===== src/rtl/blkcpy_pkg.sv =====
package blkcpy_pkg;
  typedef enum logic [1:0] {MODE_ZERO, MODE_BYTE, MODE_CHUNK} mode_e;
  typedef enum logic [3:0] {
    ST_IDLE, ST_SETUP, ST_BRD, ST_BWR, ST_CHECK, ST_CRD, ST_CWR,
    ST_TRD, ST_TWR, ST_YRD, ST_YWR, ST_FIN
  } state_e;
  localparam int LANES = 8;
endpackage


===== src/rtl/blkcpy_mode_sel.sv =====
module blkcpy_mode_sel
  import blkcpy_pkg::*;
#(
  parameter int AW = 12,
  parameter int CW = 12
) (
  input  logic [AW-1:0] src_i,
  input  logic [AW-1:0] dst_i,
  input  logic [CW-1:0] len_i,
  output mode_e         mode_o
);
  logic [AW-1:0] gap;
  logic close_fwd, aligned, long_enough;

  assign gap         = dst_i - src_i;
  assign close_fwd   = (gap != '0) && (gap < AW'(LANES));
  assign aligned     = (src_i[2:0] == 3'd0) && (dst_i[2:0] == 3'd0);
  assign long_enough = len_i >= CW'(LANES);

  always_comb begin
    if (len_i == '0)                              mode_o = MODE_ZERO;
    else if (close_fwd || !aligned || !long_enough) mode_o = MODE_BYTE;
    else                                          mode_o = MODE_CHUNK;
  end
endmodule


===== src/rtl/blkcpy_lane.sv =====
module blkcpy_lane (
  input  logic [63:0] rdata_i,
  input  logic [2:0]  src_lane_i,
  input  logic [2:0]  dst_lane_i,
  input  logic [2:0]  tail_e_i,
  input  logic        tail_hi_i,
  output logic [63:0] byte_wdata_o,
  output logic [7:0]  byte_be_o,
  output logic [7:0]  tail_be_o
);
  logic [7:0] sel_byte, low_mask;

  assign sel_byte     = rdata_i[{src_lane_i, 3'b000} +: 8];
  assign byte_wdata_o = {8{sel_byte}};
  assign byte_be_o    = 8'h01 << dst_lane_i;
  assign low_mask     = (8'h01 << tail_e_i) - 8'h01;
  // phase 0 rewrites upper lanes of last full word, phase 1 covers the remainder
  assign tail_be_o    = tail_hi_i ? low_mask : ~low_mask;
endmodule


===== src/rtl/blkcpy.sv =====
module blkcpy
  import blkcpy_pkg::*;
#(
  parameter int AW          = 12,
  parameter int CW          = 12,
  parameter int BURST_BYTES = 96
) (
  input  logic          clk_i,
  input  logic          rst_ni,
  input  logic          start_i,
  input  logic [AW-1:0] src_i,
  input  logic [AW-1:0] dst_i,
  input  logic [CW-1:0] len_i,
  output logic          busy_o,
  output logic          done_o,
  output logic [AW-1:0] src_end_o,
  output logic [AW-1:0] dst_end_o,
  output logic [CW-1:0] left_o,
  output logic          mem_re_o,
  output logic [AW-4:0] mem_raddr_o,
  input  logic [63:0]   mem_rdata_i,
  output logic          mem_we_o,
  output logic [AW-4:0] mem_waddr_o,
  output logic [63:0]   mem_wdata_o,
  output logic [7:0]    mem_be_o
);
  localparam int WAW       = AW - 3;
  localparam int BURST_OPS = BURST_BYTES / LANES;

  state_e        state_q;
  mode_e         mode_q, mode_sel;
  logic [AW-1:0] src_q, dst_q, src_at, dst_at;
  logic [CW-1:0] len_q, idx_q, nfull;
  logic          tph_q, slot_live, burst_last;
  logic [WAW-1:0] src_w, dst_w, tail_off;
  logic [63:0]   byte_wdata;
  logic [7:0]    byte_be, tail_be;

  assign nfull      = len_q >> 3;
  assign src_w      = src_q[AW-1:3];
  assign dst_w      = dst_q[AW-1:3];
  assign src_at     = src_q + AW'(idx_q);
  assign dst_at     = dst_q + AW'(idx_q);
  assign slot_live  = idx_q < nfull;
  assign burst_last = idx_q == CW'(BURST_OPS - 1);
  assign tail_off   = tph_q ? WAW'(nfull) : WAW'(nfull) - WAW'(1);

  blkcpy_mode_sel #(.AW(AW), .CW(CW)) u_mode (
    .src_i(src_q), .dst_i(dst_q), .len_i(len_q), .mode_o(mode_sel)
  );

  blkcpy_lane u_lane (
    .rdata_i(mem_rdata_i), .src_lane_i(src_at[2:0]), .dst_lane_i(dst_at[2:0]),
    .tail_e_i(len_q[2:0]), .tail_hi_i(tph_q),
    .byte_wdata_o(byte_wdata), .byte_be_o(byte_be), .tail_be_o(tail_be)
  );

  assign busy_o = state_q != ST_IDLE;
  assign done_o = state_q == ST_FIN;
  assign left_o = (state_q == ST_IDLE || state_q == ST_FIN) ? '0 : len_q;

  always_comb begin
    mem_re_o    = 1'b0;
    mem_we_o    = 1'b0;
    mem_raddr_o = '0;
    mem_waddr_o = '0;
    mem_wdata_o = mem_rdata_i;
    mem_be_o    = '0;
    unique case (state_q)
      ST_BRD: begin mem_re_o = slot_live; mem_raddr_o = src_w + WAW'(idx_q); end
      ST_BWR: begin
        mem_we_o = slot_live; mem_waddr_o = dst_w + WAW'(idx_q); mem_be_o = 8'hFF;
      end
      ST_CRD: begin mem_re_o = 1'b1; mem_raddr_o = src_w + WAW'(idx_q); end
      ST_CWR: begin
        mem_we_o = 1'b1; mem_waddr_o = dst_w + WAW'(idx_q); mem_be_o = 8'hFF;
      end
      ST_TRD: begin mem_re_o = 1'b1; mem_raddr_o = src_w + tail_off; end
      ST_TWR: begin
        mem_we_o = 1'b1; mem_waddr_o = dst_w + tail_off; mem_be_o = tail_be;
      end
      ST_YRD: begin mem_re_o = 1'b1; mem_raddr_o = src_at[AW-1:3]; end
      ST_YWR: begin
        mem_we_o = 1'b1; mem_waddr_o = dst_at[AW-1:3];
        mem_wdata_o = byte_wdata; mem_be_o = byte_be;
      end
      default: ;
    endcase
  end

  always_ff @(posedge clk_i or negedge rst_ni) begin
    if (!rst_ni) begin
      state_q   <= ST_IDLE;
      mode_q    <= MODE_ZERO;
      src_q     <= '0;
      dst_q     <= '0;
      len_q     <= '0;
      idx_q     <= '0;
      tph_q     <= 1'b0;
      src_end_o <= '0;
      dst_end_o <= '0;
    end else begin
      unique case (state_q)
        ST_IDLE: if (start_i) begin
          src_q   <= src_i;
          dst_q   <= dst_i;
          len_q   <= len_i;
          state_q <= ST_SETUP;
        end
        ST_SETUP: begin
          mode_q    <= mode_sel;
          idx_q     <= '0;
          tph_q     <= 1'b0;
          src_end_o <= src_q + AW'(len_q);
          dst_end_o <= dst_q + AW'(len_q);
          unique case (mode_sel)
            MODE_ZERO: state_q <= ST_FIN;
            MODE_BYTE: state_q <= ST_YRD;
            default:   state_q <= ST_BRD;
          endcase
        end
        ST_BRD: state_q <= ST_BWR;
        ST_BWR: begin
          idx_q   <= idx_q + CW'(1);
          state_q <= burst_last ? ST_CHECK : ST_BRD;
        end
        ST_CHECK:
          if (nfull > CW'(BURST_OPS)) state_q <= ST_CRD;
          else state_q <= (len_q[2:0] != 3'd0) ? ST_TRD : ST_FIN;
        ST_CRD: state_q <= ST_CWR;
        ST_CWR:
          if (idx_q == nfull - CW'(1))
            state_q <= (len_q[2:0] != 3'd0) ? ST_TRD : ST_FIN;
          else begin
            idx_q   <= idx_q + CW'(1);
            state_q <= ST_CRD;
          end
        ST_TRD: state_q <= ST_TWR;
        ST_TWR:
          if (tph_q) state_q <= ST_FIN;
          else begin
            tph_q   <= 1'b1;
            state_q <= ST_TRD;
          end
        ST_YRD: state_q <= ST_YWR;
        ST_YWR:
          if (idx_q == len_q - CW'(1)) state_q <= ST_FIN;
          else begin
            idx_q   <= idx_q + CW'(1);
            state_q <= ST_YRD;
          end
        default: state_q <= ST_IDLE;
      endcase
    end
  end

  // no write is ever issued for a zero-length copy
  p_zero_nowr_r1: assert property (@(posedge clk_i) disable iff (!rst_ni)
    mem_we_o |-> (len_q != '0));
  // chunk mode only for aligned pointers and counts of at least 8
  p_chunk_elig_r3: assert property (@(posedge clk_i) disable iff (!rst_ni)
    (busy_o && state_q != ST_SETUP && mode_q == MODE_CHUNK)
      |-> (src_q[2:0] == 3'd0 && dst_q[2:0] == 3'd0 && len_q >= CW'(LANES)));
  // byte mode writes touch exactly one lane
  p_byte_lane_r4: assert property (@(posedge clk_i) disable iff (!rst_ni)
    (mem_we_o && mode_q == MODE_BYTE) |-> $onehot(mem_be_o));
  // the length check always follows a full fixed burst
  p_burst_fixed_r5: assert property (@(posedge clk_i) disable iff (!rst_ni)
    (state_q == ST_CHECK) |-> ($past(state_q) == ST_BWR && idx_q == CW'(BURST_OPS)));
  // every write is fed by the read issued one cycle before
  p_wr_after_rd_r8: assert property (@(posedge clk_i) disable iff (!rst_ni)
    mem_we_o |-> $past(mem_re_o));
  // a start while busy leaves the captured job untouched
  p_start_ignored_r9: assert property (@(posedge clk_i) disable iff (!rst_ni)
    (busy_o && start_i) |=> ($stable(len_q) && $stable(src_q) && $stable(dst_q)));
  // done is a single-cycle pulse with zero remaining count
  p_done_pulse_r10: assert property (@(posedge clk_i) disable iff (!rst_ni)
    done_o |=> !done_o);
  p_done_left_r10: assert property (@(posedge clk_i) disable iff (!rst_ni)
    done_o |-> (left_o == '0 && busy_o));
endmodule


===== config.mk =====
export PLATFORM = sky130hd
export DESIGN_NAME = blkcpy
export DESIGN_NICKNAME = d
export VERILOG_FILES = /design/src/rtl/blkcpy_pkg.sv /design/src/rtl/blkcpy_mode_sel.sv /design/src/rtl/blkcpy_lane.sv /design/src/rtl/blkcpy.sv
export SDC_FILE = /design/constraint.sdc
export NUM_CORES = 1
export LEC_CHECK = 0
export ABC_CLOCK_PERIOD_IN_PS = 8600
export BUFFER_PORTS_ARGS = -buffer_cell sky130_fd_sc_hd__buf_2
export CAP_MARGIN = 20
export CORE_MARGIN = 1.5
export CORE_UTILIZATION = 35
export DETAILED_ROUTE_END_ITERATION = 8
export PLACE_DENSITY_LB_ADDON = 0.3
export SETUP_SLACK_MARGIN = 0.2
export SLEW_MARGIN = 10
export SYNTH_ARGS = -nofsm -noshare
export SYNTH_HDL_FRONTEND = slang
export SYNTH_HIERARCHICAL = 1
export SYNTH_SLANG_ARGS = --single-unit

===== constraint.sdc =====
create_clock -name clk_i -period 8.6 [get_ports clk_i]
set_input_delay 1.72 -clock clk_i [delete_from_list [all_inputs] [get_ports clk_i]]
set_output_delay 1.72 -clock clk_i [all_outputs]
set_load 0.02 [all_outputs]

# Word-level counts from Yosys, hierarchy flattened
# Cells that the tools add are included.
# classes
n_eq_ne	18
shift	3
n_reduce_logical	23
n_mux	24
order_cmp	4
bitwise_logic	1
n_addsub	14
# ops
operator	n
$mux 64	1
$shiftx 64x7->8	1
$pmux 9 s3	2
$add 12x12->12	4
$pmux 12 s4	1
$pmux 4 s11	1
$add 9x9->9	4
$mux 12	3
$eq 12x12->1	2
$pmux 8 s3	1
$mux 4	5
$eq 4x3->1 const B	4
$eq 4x4->1 const B	4
$shl 1x3->8 const A	2
$add 12x1->12 const B	1
$eq 12x4->1 const B	1
$ge 12x4->1 const B	1
$logic_not 12->1	1
$lt 12x4->1 const B	1
$lt 12x9->1	1
$reduce_bool 12->1	1
$sub 12x1->12 const B	1
$sub 12x12->12	1
$sub 9x1->10 const B	1
other kinds (27)	42
# word_totals
out_inout_bits	130
register_bits	77

# Logic depth before layout (Yosys ltp)
# Gate-level depths: netlist (run 1).
# logic_depth
depth_word	10
mapped_depth	18
ltp_nobuf	16

# Modules after synthesis
# The synthesis (run 1) kept the hierarchy.
# by_module_without_submodules
module	area_each_um2	n_inst	cells_each	seq_area_each_um2
blkcpy	8339.2	1	1098	1926.8
blkcpy_lane	1126.1	1	109	0.0
blkcpy_mode_sel	660.6	1	91	0.0

# Worst setup path after synthesis (run 1)
# Ideal clock, no wire load.
# synth_timing
kind	reg2out
from	reg state_q[3]
to	out mem_waddr_o[8]
slack_ps	3656
path_stages_with_launch	18
n_path_buf	2
arrival_ps	3224
t_required_ps	6880
cell_sequence	dfrtp_1 > clkbuf_1 > inv_1 > nor2_1 > clkbuf_1 > nand2_1 > o21ai_0 > ha_1 > inv_1 > fa_1 > nor2b_1 > o21ai_0 > nand2b_1 > a21o_1 > a21o_1 > a31oi_1 > xnor2_1 > o22ai_1
# synth_via
elab_chain_cells	3
elab_cells_between_ends	6
cone_classes	4 x eq/ne; 1 x mux; 1 x reduce/logical
# synth_rtl
item	line	rtl
from (decl)	blkcpy.sv:30	state_e state_q;
from (signal assigned)	blkcpy.sv:125	state_q <= burst_last ? ST_CHECK : ST_BRD;
from (signal assigned)	blkcpy.sv:129	else state_q <= (len_q[2:0] != 3'd0) ? ST_TRD : ST_FIN;
from (signal assigned)	blkcpy.sv:133	state_q <= (len_q[2:0] != 3'd0) ? ST_TRD : ST_FIN;
$eq 4x3->1 / $eq 4x2->1 (equally long branches)	blkcpy.sv:69	unique case (state_q)
$reduce_or 2->1 (no line)	-	
$pmux 9 s3 *	blkcpy.sv:69	
to (decl)	blkcpy.sv:23	output logic [AW-4:0] mem_waddr_o,
# Every way passes the cells marked *; elsewhere a longest branch is shown, timed or not.

# Worst setup path in the final report (run 1)
# layout_timing
from	reg state_q[0]
to	out mem_raddr_o[8]
# layout_via
elab_chain_cells	3
elab_cells_between_ends	6
cone_classes	4 x eq/ne; 1 x mux; 1 x reduce/logical
# layout_rtl
item	line	rtl
$eq 4x3->1 / $eq 4x2->1 (equally long branches)	blkcpy.sv:69	
$reduce_or 2->1 (no line)	-	
$pmux 9 s3 *	blkcpy.sv:69	
to (decl)	blkcpy.sv:20	output logic [AW-4:0] mem_raddr_o,
# Marked as above.

==> flow_summary.yaml, run 1 <==
timing:
  fin_tns_setup_ns: 0
  fin_worst_skew_ns: 0.00944
  worst_slack_ns: 2.57
  finalCritPeriodShare_pct: 70.2
  hold_viol_final: 0
  slew_headroom_pct: 23.8
  fin_hold_ws_ns: 0.482
  max_freq_mhz: 166
  worst_pin_slew_ns: 1.13
  period_minus_slack_ns: 6.03
  setup_viol: 0
  rsz0062_at_grt: "false"
  report.final.slew_viol_count: 0
logic_synthesis:
  synth.most_common_cell: "nand2_1"
  synth_nets: 1493
  synth_simple_gate_area_share_pct: 24.1
  synth_top_family_by_area: "simple AND/OR/NAND/NOR gates"
  yosys-top-cells-count: "nand2_1, ha_1, dfrtp_1"
  synth_area_um2: 10100
  ys_ff_latch: 77
  synth.distinct_cells: 91
  yosysTopAreaCellShare_pct: 19.0
  synth_mux_area_share_pct: 9.84
  avgSynthCellArea_um2: 7.80
  synthCells: 1298
  seq_area_frac_synth_pct: 19.0
  ys_warn_count: 6
  synthTopCellsByArea: "dfrtp_1, ha_1, nand2_1"
  synth_edf_count: 0
  synthFlopType: "dfrtp_1"
  ys_async_sr_fraction_pct: 100
  synth_area_leader_cell: "dfrtp_1"
  synth-compound-area-share_pct: 16.5
  synthXorXnorAreaFrac_pct: 8.49
  synth_adder_area_share_pct: 11.8
power_and_ir_drop:
  ir_drop_uv: 195
  power.leakage_nw: 5.56
  p_per_area_nw_per_um2: 457
critical_path:
  critPathCapture: "mem_raddr_o[8]"
  crit_path_start_kind: "flip-flop"
  reg2reg_slack_ns: 4.84
  worstRegToRegCells: 15
  cp_max_fo: 33
  cp-end-kind: "primary output"
  regToRegStartpoint: "src_q[1]"
  cp-startpoint: "state_q[0]"
  crit_arrival_ns: 4.31
  slowest_delay_ns: 0.94
  crit_slowest_cell: "dfrtp_1"
  crit_type: "flip-flop to primary output"
  crit_required_ns: 6.88
  crit_path_cell_trace: "nand3_1 -> nand2_1 -> o21ai_0 -> ha_1 -> fa_1 -> a21o_1 -> a21oi_1 -> o21ai_0 -> a21o_1 -> a21oi_1 -> xnor2_1 -> o22ai_1 -> buf_2"
  worst_r2r_endpoint: "state_q[1]"
route:
  postRouteAntennaNets: 0
  num_vias: 9905
  drt_first_iter_violations: 645
  drc_errors: 0
  vias_per_cell: 5.46
  first_pass_iters: 5
  wl_per_cell_um: 19.1
  finalWirelength_um: 34700
final_layout:
  layout-drive-gt1-share_pct: 23.8
  regArea_um2: 1930
  final_nets: 1621
  num_antenna_cells: 0
  areaGrowthSynthToFinish_pct: 12.3
  fillCellCount: 2950
  fin_cells: 1815
  multi_input_area_um2: 7170
  final_util_pct: 39.7
die:
  die_w_um: 173
  initial_core_util_pct: 35.4
  die_height_um: 173
  ios: 233
  core_area_um2: 28600
  rows: 62
  die-area_um2: 30000
clocking:
  cts_tree: "built"
  postCtsSetupRepairBufs: 0
  cts.htree.levels: 3
  cts-buffers-inserted: 9
  cts_sinks: 77
  cts_root_buf: "clkbuf_16"
  clk_pin_slew_ns: 0.07
  clk_latency_ns: 0.35
  cts.repair.resized: 0
  clockBufferDepth: 2
  ctsHoldBuffers: 0
status:
  status: "finished, final reports clean"
run:
  drv_cap: 0
placement:
  place_inst: 1799
  dp_slack_ns: 3.03
  place_congestion: 0.923
  dp_hpwl_um: 27200
  portBuffers: 232
grt:
  overflow: 0
  grt_pass1_wl_um: 53400
  grt_usage_pct: 22.9
  antenna_found_initial: 0
  grt_max_degree: 73
  grt_pass1_vias: 9583
hold_path:
  hold_class: "flip-flop to flip-flop"
[critical path: cells and delay by family (launching register included)]
family,cells,cell delay [ns]
buffers and inverters,1,0.19
adder cells (fa/ha/maj),2,0.64
AO/OA/AOI/OAI,7,1.22
flip-flops,1,0.94
XOR/XNOR,1,0.10
AND/OR/NAND/NOR,2,0.87
[registers in the layout (all words and copies together), names as in the netlist]
register,cells
src_end_o,12
dst_end_o,12
tph_q,1
src_q,12
idx_q,12
dst_q,12
state_q,4
len_q,12
[kinds of logic after synthesis]
family,Yosys count
multiplexers,68
XOR/XNOR,96
adder cells (fa/ha/maj),92
buffers and inverters,185
AO/OA/AOI/OAI,258
flip-flops,77
AND/OR/NAND/NOR,522
[cells in the final DEF, fill, tap and decap left out, types with 4 or more instances in the layout]
master / instances
inv_1: 61
mux2i_1: 5
xor2_1: 33
nor2_1: 73
o22ai_1: 13
nand4_1: 4
or2_2: 5
dfrtp_1: 77
or3_1: 10
buf_4: 9
o21a_1: 15
a21oi_1: 69
o31ai_1: 14
o32ai_1: 4
a21o_1: 20
o21ai_0: 67
nand2b_1: 10
fa_1: 6
and3_1: 13
xnor2_1: 62
nor3b_1: 8
buf_2: 231
ha_1: 86
o41ai_1: 4
nor4_1: 12
nand3_1: 20
a31oi_1: 6
nand2_1: 270
nor2b_1: 14
mux2_2: 47
mux4_1: 15
a2111oi_0: 6
a211oi_1: 5
clkbuf_16: 9
nor3_1: 46
[metal layers]
| metal | global-route usage [%] | vias to the layer above | share of wire, % | wire length, um |
|---|---|---|---|---|
| li1 | - | 4761 | - | - |
| met1 | 28.0 | 4639 | 41 | 14400 |
| met2 | 40.8 | 441 | 49 | 17000 |
| met3 | 2.77 | 64 | 6.1 | 2140 |
| met4 | 9.24 | 0 | 3.5 | 1210 |
| met5 | 0 | - | 0 | 0 |
[worst min-delay path by stage]
stage / to / from / cells after the start / slack [ns]
after floorplan: src_q[2] / src_q[2] / 1 / 0.55
after global placement: dst_end_o[0] / dst_end_o[0] / 2 / 0.46
after detailed placement: dst_end_o[0] / dst_end_o[0] / 2 / 0.46
after CTS: dst_end_o[9] / dst_end_o[9] / 2 / 0.48
after global routing: dst_end_o[9] / dst_end_o[9] / 2 / 0.50
final: src_end_o[11] / src_end_o[11] / 2 / 0.48
[power by group]
part           internal, mW  total [mW]  switching [mW]
logic                  1.54        3.82            2.27
registers             0.518       0.952           0.434
clock network         0.270       0.427           0.157
[metrics by stage]
step / area (um^2) / power [mW]
after CTS: 11400 / 5.19
after floorplan: 10100 / 4.23
after global placement: 11000 / 4.71
after global routing: 11400 / 5.61
after detailed placement: 11000 / 4.73
final: 11400 / 5.19
[layout make-up]
class	instances	area share, %
clock buffer	11	2.22
sequential	77	16.9
timing repair buffer	240	10.8
tap	384	4.23
clock inverter	5	0.726
inverter	62	2.05
multi-input combinational	1036	63.1
Note: power is estimated with default switching activity, not from simulation.
==> inputs of run 2 (changes only) <==
--- a/config.mk
+++ b/config.mk
@@ -5,7 +5,8 @@
 export SDC_FILE = /design/constraint.sdc
 export NUM_CORES = 1
 export LEC_CHECK = 0
-export ABC_CLOCK_PERIOD_IN_PS = 8600
+export ABC_AREA = 1
+export ABC_CLOCK_PERIOD_IN_PS = 5000
 export BUFFER_PORTS_ARGS = -buffer_cell sky130_fd_sc_hd__buf_2
 export CAP_MARGIN = 20
 export CORE_MARGIN = 1.5
==> constraint.sdc (replaced) <==
create_clock -name clk_i -period 5 [get_ports clk_i]
set_input_delay 1 -clock clk_i [delete_from_list [all_inputs] [get_ports clk_i]]
set_output_delay 1 -clock clk_i [all_outputs]
set_load 0.02 [all_outputs]
==> flow_summary.yaml, run 2 <==
status:
  status: "finished, final reports clean"
die:
  initial_core_util_pct: 35.4
  die_height_um: 181
  rows: 65
  ios: 233
  die_w_um: 181
  core_area_um2: 31400
  die-area_um2: 32800
power_and_ir_drop:
  ir_drop_uv: 421
  p_per_area_nw_per_um2: 747
  power.leakage_nw: 7.19
  finalPower_mw: 9.37
final_layout:
  areaGrowthSynthToFinish_pct: 13.0
  num_antenna_cells: 0
  most-common-layout-cells: "nand2_1, inv_1, buf_2"
  layout_commonest_cell: "nand2_1"
  final_nets: 2214
  layout-drive-gt1-share_pct: 17.3
  design_area_um2: 12600
  final_util_pct: 40.0
  fillCellCount: 3458
timing:
  rsz0062_at_grt: "true"
  worst_pin_slew_ns: 0.953
  setup_viol: 0
  report.final.slew_viol_count: 0
  finalCritPeriodShare_pct: 91.8
  fin_tns_setup_ns: 0
  period_minus_slack_ns: 4.59
  fin_worst_skew_ns: 0.00681
  max_freq_mhz: 218
  hold_viol_final: 0
  slew_headroom_pct: 36.3
  worst_slack_ns: 0.408
route:
  first_pass_iters: 8
  drc_errors: 0
  vias_per_cell: 5.13
  num_vias: 12450
  drt_first_iter_violations: 1059
  postRouteAntennaNets: 0
  wl_per_cell_um: 17.0
  finalWirelength_um: 41300
logic_synthesis:
  synth_nets: 2067
  ys_ff_latch: 77
  synth_simple_gate_area_share_pct: 40.2
  yosysTopAreaCellShare_pct: 23.1
  synth_area_um2: 11100
  ys_warn_count: 6
  synth.most_common_cell: "nand2_1"
  synth-compound-area-share_pct: 10.8
  yosys-top-cells-count: "nand2_1, inv_1, nand3_1"
  synth_adder_area_share_pct: 10.8
  synthCells: 1872
  synth_area_leader_cell: "nand2_1"
  synth_top_family_by_area: "simple AND/OR/NAND/NOR gates"
  synth_edf_count: 0
  ys_async_sr_fraction_pct: 100
  avgSynthCellArea_um2: 5.93
  synthTopCellsByArea: "nand2_1, dfrtp_1, ha_1"
  synth_mux_area_share_pct: 1.93
  synth.distinct_cells: 46
  synthXorXnorAreaFrac_pct: 3.63
  synthFlopType: "dfrtp_1"
  seq_area_frac_synth_pct: 17.3
grt:
  grt_max_degree: 83
  grt_usage_pct: 25.0
  overflow: 0
  grt_pass1_wl_um: 64300
  antenna_found_initial: 1
  grt_pass1_vias: 11909
critical_path:
  crit_path_start_kind: "flip-flop"
  crit_required_ns: 4.00
  cp-end-kind: "primary output"
  crit_arrival_ns: 3.59
  cp_max_fo: 10
  crit_type: "flip-flop to primary output"
hold_path:
  hold_class: "flip-flop to flip-flop"
clocking:
  cts.htree.levels: 3
  clockBufferDepth: 2
  clk_latency_ns: 0.36
  cts_tree: "built"
  clk_pin_slew_ns: 0.07
  cts-buffers-inserted: 9
  ctsHoldBuffers: 0
  cts_sinks: 77
  cts_root_buf: "clkbuf_16"
placement:
  portBuffers: 232
  dp_hpwl_um: 32700
  dpl_cell_area_um2: 12200
  dp_slack_ns: 0.563
  place_congestion: 0.969
run:
  drv_cap: 0
==> run 2: changes by cell type in the layout (fill, tap and decap cells not counted), moves of 16 or more <==
cell     delta
inv_1     +177
mux2_2     -28
nand2_1   +413
nand2_2    +16
nand3_1   +120
nand4_1    +28
nor2_1     +51
nor3_1     -24
o21ai_0    +40
xnor2_1    -45
==> run 2: per-stage QoR <==
| step | std cells | hold WS (ns) |
|---|---|---|
| finish | 2426 | 0.478 |
| CTS | 2424 | 0.484 |
| floorplan | 1872 | 0.539 |
| global route | 2426 | 0.513 |
| detailed placement | 2408 | 0.464 |
| global placement | 2408 | 0.460 |
==> run 2: critical path, stage by stage (launching register included) <==
cell,delay [ns]
dfrtp_2,0.52
inv_2,0.14
ha_1,0.36
o21ai_1,0.28
nand2_1,0.09
o21ai_0,0.13
inv_1,0.10
fa_1,0.41
nor2_1,0.14
o21ai_0,0.09
nand2_1,0.12
nand2_1,0.08
nand2_1,0.06
a21oi_1,0.07
xor2_1,0.15
or2_2,0.27
nand2_1,0.06
buf_2,0.16
==> run 2: where the power goes <==
part | leakage [nW] | internal, mW | total, mW | switching (mW)
clock network | 0.167 | 0.453 | 0.778 | 0.325
registers | 0.957 | 0.891 | 1.46 | 0.566
logic | 6.07 | 2.30 | 7.13 | 4.83
==> run 2: path summary, 6_finish.rpt <==
kind / startpoint / end / slack [ns] / cells past startpoint
worst max-delay path: len_q[3] / mem_waddr_o[6] / 0.41 / 17
worst min-delay path: dst_end_o[8] / dst_end_o[8] / 0.48 / 2
worst max register to register: len_q[1] / idx_q[7] / 1.61 / 11
worst min register to register: dst_end_o[8] / dst_end_o[8] / 0.48 / 2
max in group asynchronous: rst_ni / len_q[3] / 3.76 / 2
min in group asynchronous: rst_ni / src_end_o[11] / 0.62 / 1
==> run 2: area by class of cell <==
type,instances,area [um^2],share of cell area [%]
clock inverter,7,116,0.927
inverter,251,947,7.55
clock buffer,9,225,1.79
multi-input combinational,1430,7510,59.8
timing repair buffer,250,1320,10.5
tap,402,503,4.01
sequential,77,1930,15.4
==> run 2: cell families (layout without fill, tap and decap cells) <==
family | count (synthesis) | after routing
compound gates | 213 | 213
fa+ha+maj | 92 | 92
simple gates | 1060 | 1060
buf+inv | 365 | 517
mux | 19 | 19
xor+xnor | 46 | 46
flops | 77 | 77
==> run 2: metal layers <==
layer / vias to the layer above / track usage [%] / wire length (um)
li1: 6209 / - / -
met1: 5687 / 31.4 / 17800
met2: 449 / 42.5 / 19300
met3: 103 / 4.01 / 2580
met4: 2 / 10.4 / 1650
met5: - / 0 / 12
==> run 2: timing repair <==
action / CTS / global route
endpoints found under the setup margin: 1 / 8
setup buffers: 0 / 0
pin swaps: 0 / 0
gates resized for setup: 1 / 5
